### config.mk
export PLATFORM = sky130hd
export DESIGN_NAME = insn_prefetch_queue
export DESIGN_NICKNAME = d
export VERILOG_FILES = /design/src/rtl/ipq_pkg.sv /design/src/rtl/ipq_store.sv /design/src/rtl/ipq_read_port.sv /design/src/rtl/ipq_refill_ctl.sv /design/src/rtl/insn_prefetch_queue.sv
export SDC_FILE = /design/constraint.sdc
export NUM_CORES = 1
export LEC_CHECK = 0
export BUFFER_PORTS_ARGS = -buffer_cell sky130_fd_sc_hd__buf_2
export CAP_MARGIN = 20
export CORE_ASPECT_RATIO = 0.9
export CORE_UTILIZATION = 40
export CTS_CLUSTER_DIAMETER = 200
export DETAILED_ROUTE_END_ITERATION = 8
export PLACE_DENSITY = 0.58
export SLEW_MARGIN = 40
export SYNTH_ARGS = -nofsm -noshare
export SYNTH_HDL_FRONTEND = slang
export SYNTH_SLANG_ARGS = --single-unit
export TNS_END_PERCENT = 30
### constraint.sdc
create_clock -name clk -period 4.3 [get_ports clk]
set_input_delay 0.215 -clock clk [delete_from_list [all_inputs] [get_ports clk]]
set_output_delay 0.215 -clock clk [all_outputs]
set_load 0.02 [all_outputs]
### src/rtl/ipq_pkg.sv
package ipq_pkg;

    typedef enum logic [2:0] {
        RF_IDLE,
        RF_REQ,
        RF_WAIT,
        RF_DRAIN,
        RF_FAULT
    } rf_state_e;

endpackage

### src/rtl/ipq_store.sv
module ipq_store #(
    parameter int DEPTH = 3,
    parameter int AW    = 32,
    parameter int DW    = 32,
    localparam int IDXW = (DEPTH > 1) ? $clog2(DEPTH) : 1
) (
    input  logic            clk,
    input  logic            rst_n,
    input  logic            wr_en,
    input  logic [IDXW-1:0] wr_slot,
    input  logic [AW-1:0]   wr_addr,
    input  logic [DW-1:0]   wr_data,
    input  logic [IDXW-1:0] rd_slot,
    output logic [AW-1:0]   rd_addr,
    output logic [DW-1:0]   rd_data,
    input  logic [AW-1:0]   dbg_addr,
    output logic            dbg_hit,
    output logic [IDXW-1:0] dbg_slot
);

    logic [AW-1:0] slot_addr [DEPTH];
    logic [DW-1:0] slot_data [DEPTH];
    logic [AW-1:0] dbg_al;

    for (genvar g = 0; g < DEPTH; g++) begin : g_slot
        logic [AW-1:0] addr_q;
        logic [DW-1:0] data_q;
        always_ff @(posedge clk or negedge rst_n) begin
            if (!rst_n) begin
                addr_q <= '0;
                data_q <= '0;
            end else if (wr_en && (wr_slot == IDXW'(g))) begin
                addr_q <= wr_addr;
                data_q <= wr_data;
            end
        end
        assign slot_addr[g] = addr_q;
        assign slot_data[g] = data_q;
    end

    assign rd_addr = slot_addr[rd_slot];
    assign rd_data = slot_data[rd_slot];
    assign dbg_al  = {dbg_addr[AW-1:2], 2'b00};

    // Lowest index wins: scan downward so the last hit written is the lowest.
    always_comb begin
        dbg_hit  = 1'b0;
        dbg_slot = '0;
        for (int i = DEPTH - 1; i >= 0; i--) begin
            if (slot_addr[i] == dbg_al) begin
                dbg_hit  = 1'b1;
                dbg_slot = IDXW'(i);
            end
        end
    end

endmodule

### src/rtl/ipq_read_port.sv
module ipq_read_port #(
    parameter int DEPTH = 3,
    parameter int AW    = 32,
    parameter int DW    = 32,
    localparam int CW   = $clog2(DEPTH + 1),
    localparam int HW   = DW / 2
) (
    input  logic [AW-1:0] core_pc,
    input  logic          core_compact,
    input  logic          core_take,
    input  logic [CW-1:0] cnt,
    input  logic [AW-1:0] head_addr,
    input  logic [DW-1:0] head_data,
    input  logic [AW-1:0] fetch_addr,
    output logic [AW-1:0] pc_al,
    output logic          flush,
    output logic          pop,
    output logic          insn_valid,
    output logic [DW-1:0] insn_data
);

    logic have_entry;
    logic head_match;

    assign pc_al      = {core_pc[AW-1:2], 2'b00};
    assign have_entry = (cnt != '0);
    assign head_match = (head_addr == pc_al);
    assign insn_valid = have_entry && head_match;
    assign flush      = have_entry ? !head_match : (fetch_addr != pc_al);
    assign pop        = core_take && insn_valid && (!core_compact || core_pc[1]);

    always_comb begin
        if (!core_compact) begin
            insn_data = head_data;
        end else if (core_pc[1]) begin
            insn_data = {{(DW-HW){1'b0}}, head_data[DW-1:HW]};
        end else begin
            insn_data = {{(DW-HW){1'b0}}, head_data[HW-1:0]};
        end
    end

endmodule

### src/rtl/ipq_refill_ctl.sv
module ipq_refill_ctl
    import ipq_pkg::*;
#(
    parameter int DEPTH = 3,
    parameter int AW    = 32,
    localparam int IDXW = (DEPTH > 1) ? $clog2(DEPTH) : 1,
    localparam int CW   = $clog2(DEPTH + 1)
) (
    input  logic            clk,
    input  logic            rst_n,
    input  logic            flush,
    input  logic            pop,
    input  logic [AW-1:0]   pc_al,
    input  logic            mem_req_ready,
    input  logic            mem_rsp_valid,
    input  logic            xlat_en,
    input  logic            xlat_fault,
    output logic            mem_req_valid,
    output logic [AW-1:0]   mem_req_addr,
    output logic            wr_en,
    output logic [IDXW-1:0] wr_slot,
    output logic [CW-1:0]   cnt,
    output logic [IDXW-1:0] rd_idx,
    output logic [AW-1:0]   fetch_addr
);

    rf_state_e       state_q, state_d;
    logic [CW-1:0]   cnt_q, cnt_d;
    logic [IDXW-1:0] idx_q;
    logic [AW-1:0]   fa_q;
    logic            fault_now;
    logic [CW:0]     slot_sum;

    assign fault_now = xlat_en && xlat_fault;
    assign wr_en     = (state_q == RF_WAIT) && mem_rsp_valid && !flush;
    assign cnt_d     = flush ? '0 : (cnt_q + CW'(wr_en) - CW'(pop));
    assign slot_sum  = {1'b0, cnt_q} + (CW+1)'(idx_q);
    assign wr_slot   = (slot_sum >= (CW+1)'(DEPTH)) ? IDXW'(slot_sum - (CW+1)'(DEPTH))
                                                   : IDXW'(slot_sum);

    // state register
    always_ff @(posedge clk or negedge rst_n) begin
        if (!rst_n) state_q <= RF_IDLE;
        else        state_q <= state_d;
    end

    // next state
    always_comb begin
        state_d = state_q;
        unique case (state_q)
            RF_IDLE:  if (cnt_d < CW'(DEPTH)) state_d = RF_REQ;
            RF_REQ: begin
                if (flush)              state_d = RF_REQ;
                else if (fault_now)     state_d = RF_FAULT;
                else if (mem_req_ready) state_d = RF_WAIT;
            end
            RF_WAIT: begin
                if (mem_rsp_valid) state_d = (cnt_d < CW'(DEPTH)) ? RF_REQ : RF_IDLE;
                else if (flush)    state_d = RF_DRAIN;
            end
            RF_DRAIN: if (mem_rsp_valid)  state_d = RF_REQ;
            RF_FAULT: if (flush || pop)   state_d = RF_REQ;
            default:  state_d = RF_IDLE;
        endcase
    end

    // outputs
    always_comb begin
        mem_req_valid = (state_q == RF_REQ) && !flush && !fault_now;
        mem_req_addr  = fa_q;
    end

    // queue pointers
    always_ff @(posedge clk or negedge rst_n) begin
        if (!rst_n) begin
            cnt_q <= '0;
            idx_q <= '0;
            fa_q  <= '0;
        end else if (flush) begin
            cnt_q <= '0;
            idx_q <= '0;
            fa_q  <= pc_al;
        end else begin
            cnt_q <= cnt_d;
            if (wr_en) fa_q <= fa_q + AW'(4);
            if (pop)   idx_q <= (idx_q == IDXW'(DEPTH - 1)) ? '0 : idx_q + 1'b1;
        end
    end

    assign cnt        = cnt_q;
    assign rd_idx     = idx_q;
    assign fetch_addr = fa_q;

endmodule

### src/rtl/insn_prefetch_queue.sv
module insn_prefetch_queue #(
    parameter int DEPTH = 3,
    localparam int AW   = 32,
    localparam int DW   = 32,
    localparam int IDXW = (DEPTH > 1) ? $clog2(DEPTH) : 1,
    localparam int CW   = $clog2(DEPTH + 1)
) (
    input  logic            clk,
    input  logic            rst_n,
    input  logic [AW-1:0]   core_pc,
    input  logic            core_compact,
    input  logic            core_take,
    output logic            insn_valid,
    output logic [DW-1:0]   insn_data,
    output logic            mem_req_valid,
    output logic [AW-1:0]   mem_req_addr,
    input  logic            mem_req_ready,
    input  logic            mem_rsp_valid,
    input  logic [DW-1:0]   mem_rsp_data,
    input  logic            xlat_en,
    input  logic            xlat_fault,
    input  logic [AW-1:0]   dbg_addr,
    output logic            dbg_hit,
    output logic [IDXW-1:0] dbg_slot
);

    logic [AW-1:0]   pc_al;
    logic            flush;
    logic            pop;
    logic            wr_en;
    logic [IDXW-1:0] wr_slot;
    logic [CW-1:0]   cnt;
    logic [IDXW-1:0] rd_idx;
    logic [AW-1:0]   fetch_addr;
    logic [AW-1:0]   head_addr;
    logic [DW-1:0]   head_data;

    ipq_refill_ctl #(.DEPTH(DEPTH), .AW(AW)) u_ctl (
        .clk           (clk),
        .rst_n         (rst_n),
        .flush         (flush),
        .pop           (pop),
        .pc_al         (pc_al),
        .mem_req_ready (mem_req_ready),
        .mem_rsp_valid (mem_rsp_valid),
        .xlat_en       (xlat_en),
        .xlat_fault    (xlat_fault),
        .mem_req_valid (mem_req_valid),
        .mem_req_addr  (mem_req_addr),
        .wr_en         (wr_en),
        .wr_slot       (wr_slot),
        .cnt           (cnt),
        .rd_idx        (rd_idx),
        .fetch_addr    (fetch_addr)
    );

    ipq_store #(.DEPTH(DEPTH), .AW(AW), .DW(DW)) u_store (
        .clk      (clk),
        .rst_n    (rst_n),
        .wr_en    (wr_en),
        .wr_slot  (wr_slot),
        .wr_addr  (fetch_addr),
        .wr_data  (mem_rsp_data),
        .rd_slot  (rd_idx),
        .rd_addr  (head_addr),
        .rd_data  (head_data),
        .dbg_addr (dbg_addr),
        .dbg_hit  (dbg_hit),
        .dbg_slot (dbg_slot)
    );

    ipq_read_port #(.DEPTH(DEPTH), .AW(AW), .DW(DW)) u_rd (
        .core_pc      (core_pc),
        .core_compact (core_compact),
        .core_take    (core_take),
        .cnt          (cnt),
        .head_addr    (head_addr),
        .head_data    (head_data),
        .fetch_addr   (fetch_addr),
        .pc_al        (pc_al),
        .flush        (flush),
        .pop          (pop),
        .insn_valid   (insn_valid),
        .insn_data    (insn_data)
    );

endmodule

==> run summary <==
The flow ran to the end, and the final reports show no timing, DRC or antenna violations. The post-cts resize count came out at 0. The fraction of the cycle the final worst path needs came out at 93.7%. The remaining design rule violation count is 0. In the layout the commonest cells are dfrtp_1, buf_2, mux2_2, xnor2_1, xor2_1. The worst setup path is launched from a flip-flop. The first global-routing pass estimated between 50 and 60 mm of wire. The worst register-to-register path ends at u_ctl.state_q[0].

In the final routed layout, each cell accounts on average for 21.8 um. The clock passes through at most 3 buffers. The post-route antenna net violation count is 0. The slew at the pin with the worst max-slew slack came out at slightly above 700 ps. In this run the standard cell core region covers a little over 0.03 sq mm.

The starting density of the core is about two fifths. In this run the biggest area consumer among cell types represents 43.9% of the synthesized area. By instance count, the cell type seen most on the critical path is xnor2_1. The number of cells on the worst reg-to-reg path is 16. Summed over all layers, the global routing overflow is 0. The number of sinks on the clock net came out at 223.

The clock buffer count from CTS is 27. The count of endpoints failing hold in the final timing report came to 0. After clock tree synthesis, the clock-pin slew on the worst setup and hold paths is around 60 ps. Routed signal wires occupy layers up through met4. The vertical die dimension came out at ~170 um. In this run the critical register-to-register path is launched from u_ctl.rd_idx[1]. The via count of the first global-routing pass is around 9,400.

The level count of the clock H-tree came out at 1. The final net count came out at ~1,400. The number of pins with negative max-slew slack in the final report came out at 0.

The layout filler cell count came out at between 2,000 and 3,000. TritonCTS built the clock tree. The cell count after synthesis is 1,119.

The floorplan die width came out at 190 um. The fmax is roughly 250 MHz. Pin placement for this block handled 173 I/O pins. The aggregate global-route resource usage is 23.6%. The element type at the critical path end is a flip-flop.

The smallest setup slack after layout came out at 270 ps. The wire length on met3 is 2.41 mm. Summed over all failing endpoints, the final setup total negative slack is 0 ps. Across the routed clock network, the largest skew measured is about 30 ps. The number of input and output port buffers inserted came out at between 150 and 200.

In the post-synthesis netlist, the biggest area contributors are dfrtp_1, mux2_2, mux2_4. Of all flip-flops after synthesis, the portion carrying an async set or reset was 100%. The initial antenna violation count was 0. Dividing the detail-routed via count by the number of cells gives between 5 and 6. The clock root buffer master is clkbuf_16. The slowest stage of the critical path belongs to the cell or4_4. The share of post-route cells with drive strength above 1 is around a third. The sum of met2 wire segment lengths after detailed routing came out at 16.9 mm. The normalized max-slew margin came out at approximately 52%. The number of library cell types mapped by synthesis is 53. The number of violations reported at the end of detailed-routing iteration 0 is around 680. The number of enable flip-flop cells after synthesis came out at 0. Entering global routing, the biggest net connects 90 pins. Setup violations remaining at the end of the flow were counted as 0. The most common cell after layout, fill and taps aside is dfrtp_1. Setup repair after global routing left no endpoint under its margin.

The leakage power summed over all cells came out at approximately 0.0074 uW. The biggest cell delay along the critical path is ~570 ps. The mapped cell area came out at around 0.013 sq mm. The critical path is of the flip-flop to flip-flop type. In this run the worst setup path terminates at u_ctl.state_q[0]. The min-delay analysis places its worst path in the category input port to flip-flop. The number of synthesis warnings is 0.

The portion of the post-synthesis area used by sequential elements came out at a little over two fifths. The combined area of the multi-input logic cells came out at 0.00664 sq mm. The area taken by flip-flops and latches is around 0.0056 sq mm. Traced cell by cell, the critical path runs through buf_12 > mux2i_1 > o2bb2ai_1 > xnor2_1 > nand4_1 > or4_4 > o31ai_2 > nand2_1 > ha_1 > inv_1 > ha_1 > xnor2_1 > xnor2_1 > o41ai_1 > a21oi_1 > mux2_2. Before antenna repair, the detailed router went through 5 iterations. Counting flops and latches in the post-synthesis netlist gives between 200 and 250. Once the clock tree was built, the setup fixing pass inserted 0 buffers. In this run the number of cells on the critical path is 16. The placed wire-length estimate is roughly 26 mm.

The routed design could run at a clock period as short as 4030 ps. The cts-stage hold buffer count is between 40 and 50. The global placement routability congestion came out at 0.920. The layout-stage area growth over the synthesis result is 21.5%.

STA puts the critical path data arrival time at about 4400 ps. The met1 wire length is 17.8 mm. The aggregate routed wire length is between 30 and 40 mm.

The maximum vdd ir drop came out at 0.000309 V. The later pin in the worst-skew pair is clocked with a latency of around 540 ps. The family with the most delay on the worst path is compound AO/OA/AOI/OAI gates. Prior to clock tree synthesis, the placed netlist has a worst setup slack of ~320 ps.

Along the worst path, the maximum fanout reaches 39. For this run, the leading register cell type out of synthesis is dfrtp_1. Dividing the synthesized area by the synthesized cell count gives roughly 11 sq um. The die footprint is 0.0325 sq mm. The max-cap check violation count is 0. The synthesized design spends more area on one cell type than any other, namely dfrtp_1. The total via count in the routed design is 9,423.

The site row count is 61. The worst-case register-to-register setup slack is about 270 ps. The start point of the critical path is u_ctl.rd_idx[1]. The buffer and inverter count on the worst path came out at 2. The total power density per cell area is roughly 330 mW/mm^2. The required time of the critical path is approximately 4700 ps.
==> report_power, final <==
part / internal, uW / total, uW / switching (uW)
logic: 157 / 400 / 243
registers: 2110 / 2150 / 36.9
clock network: 1570 / 2520 / 957
==> how the worst min path moves through the flow <==
stage | startpoint | to | slack [ps] | depth (start not counted)
6_report | core_pc[13] | u_ctl.fetch_addr[13] | 10 | 3
5_1_grt | core_pc[13] | u_ctl.fetch_addr[13] | 10 | 3
4_1_cts | core_pc[13] | u_ctl.fetch_addr[13] | 1 | 3
3_5_place_dp | rst_n | u_store.g_slot[0].addr_q[21] | 290 | 1
3_3_place_gp | rst_n | u_store.g_slot[0].addr_q[23] | 290 | 1
2_1_floorplan | rst_n | u_ctl.cnt[0] | -80 | 0
==> flip-flops by register name, indices dropped and copies added, names as in the netlist <==
name,cells
u_ctl.cnt,2
u_ctl.fetch_addr,30
u_ctl.rd_idx,2
u_store.g_slot.data_q,96
u_store.g_slot.addr_q,90
u_ctl.state_q,3
==> cell families (layout without fill, tap and decap cells) <==
logic type / Yosys count / count (layout) / synth area share, %
mux: 255 / 255 / 23.9
fa+ha+maj: 6 / 6 / 0.649
flops: 223 / 223 / 43.9
xor+xnor: 169 / 169 / 11.6
simple gates: 218 / 218 / 8.78
buf+inv: 106 / 325 / 4.31
compound gates: 141 / 141 / 6.88
other cells: 1 / 3 / 0.0295
==> worst min-delay path, cell delays in order <==
cell,delay (ps)
buf_2,160
nand2_1,70
o21ai_0,70
==> per-stage QoR <==
stage          std cells  total power, uW  cell area (sq um)  hold WS [ps]  utilization (%)
4_1_cts             1748             5120              15500          1.21             49.8
3_5_place_dp        1651             2550              14000           289             45.1
3_3_place_gp        1651             2550              14000           292             45.1
2_1_floorplan       1120             2330              12700         -80.6                -
6_report            1749             5070              15500          12.6             49.8
5_1_grt             1748             5250              15500          11.8             49.8
==> final cells by class <==
class	count	area share, %
repair buffers	245	10.5
clock buffers	31	4.66
multi-input cells	791	42.9
flip-flops and latches	223	36.1
inverters	31	0.752
diodes	1	0.0162
well taps	409	3.31
clock inverters	18	1.71
==> synthesized netlist by cell type, types with 2 or more instances <==
master	number
a21oi_1	49
a221oi_1	17
a22o_1	2
and2_1	2
and3_1	6
and4_1	3
buf_1	9
buf_2	15
buf_4	7
buf_6	14
clkbuf_1	30
dfrtp_1	223
ha_1	5
inv_1	31
mux2_1	38
mux2_2	110
mux2_4	60
mux2i_1	47
nand2_1	51
nand2b_1	2
nand3_1	15
nand3b_1	8
nand4_1	31
nor2_1	57
nor2b_1	3
nor3_1	12
nor4_1	19
o211ai_1	3
o21ai_0	40
o22ai_1	8
o2bb2ai_1	9
o31ai_1	2
o41ai_1	2
or3_1	2
or4_4	2
xnor2_1	89
xor2_1	80
==> routing by layer <==
layer  GRT usage [%]  vias up
met5               0        -
met3            4.75       60
met1            33.8     4748
met4            6.80        0
li1                -     4352
met2            35.8      263
Power figures use the tool's default switching activity.
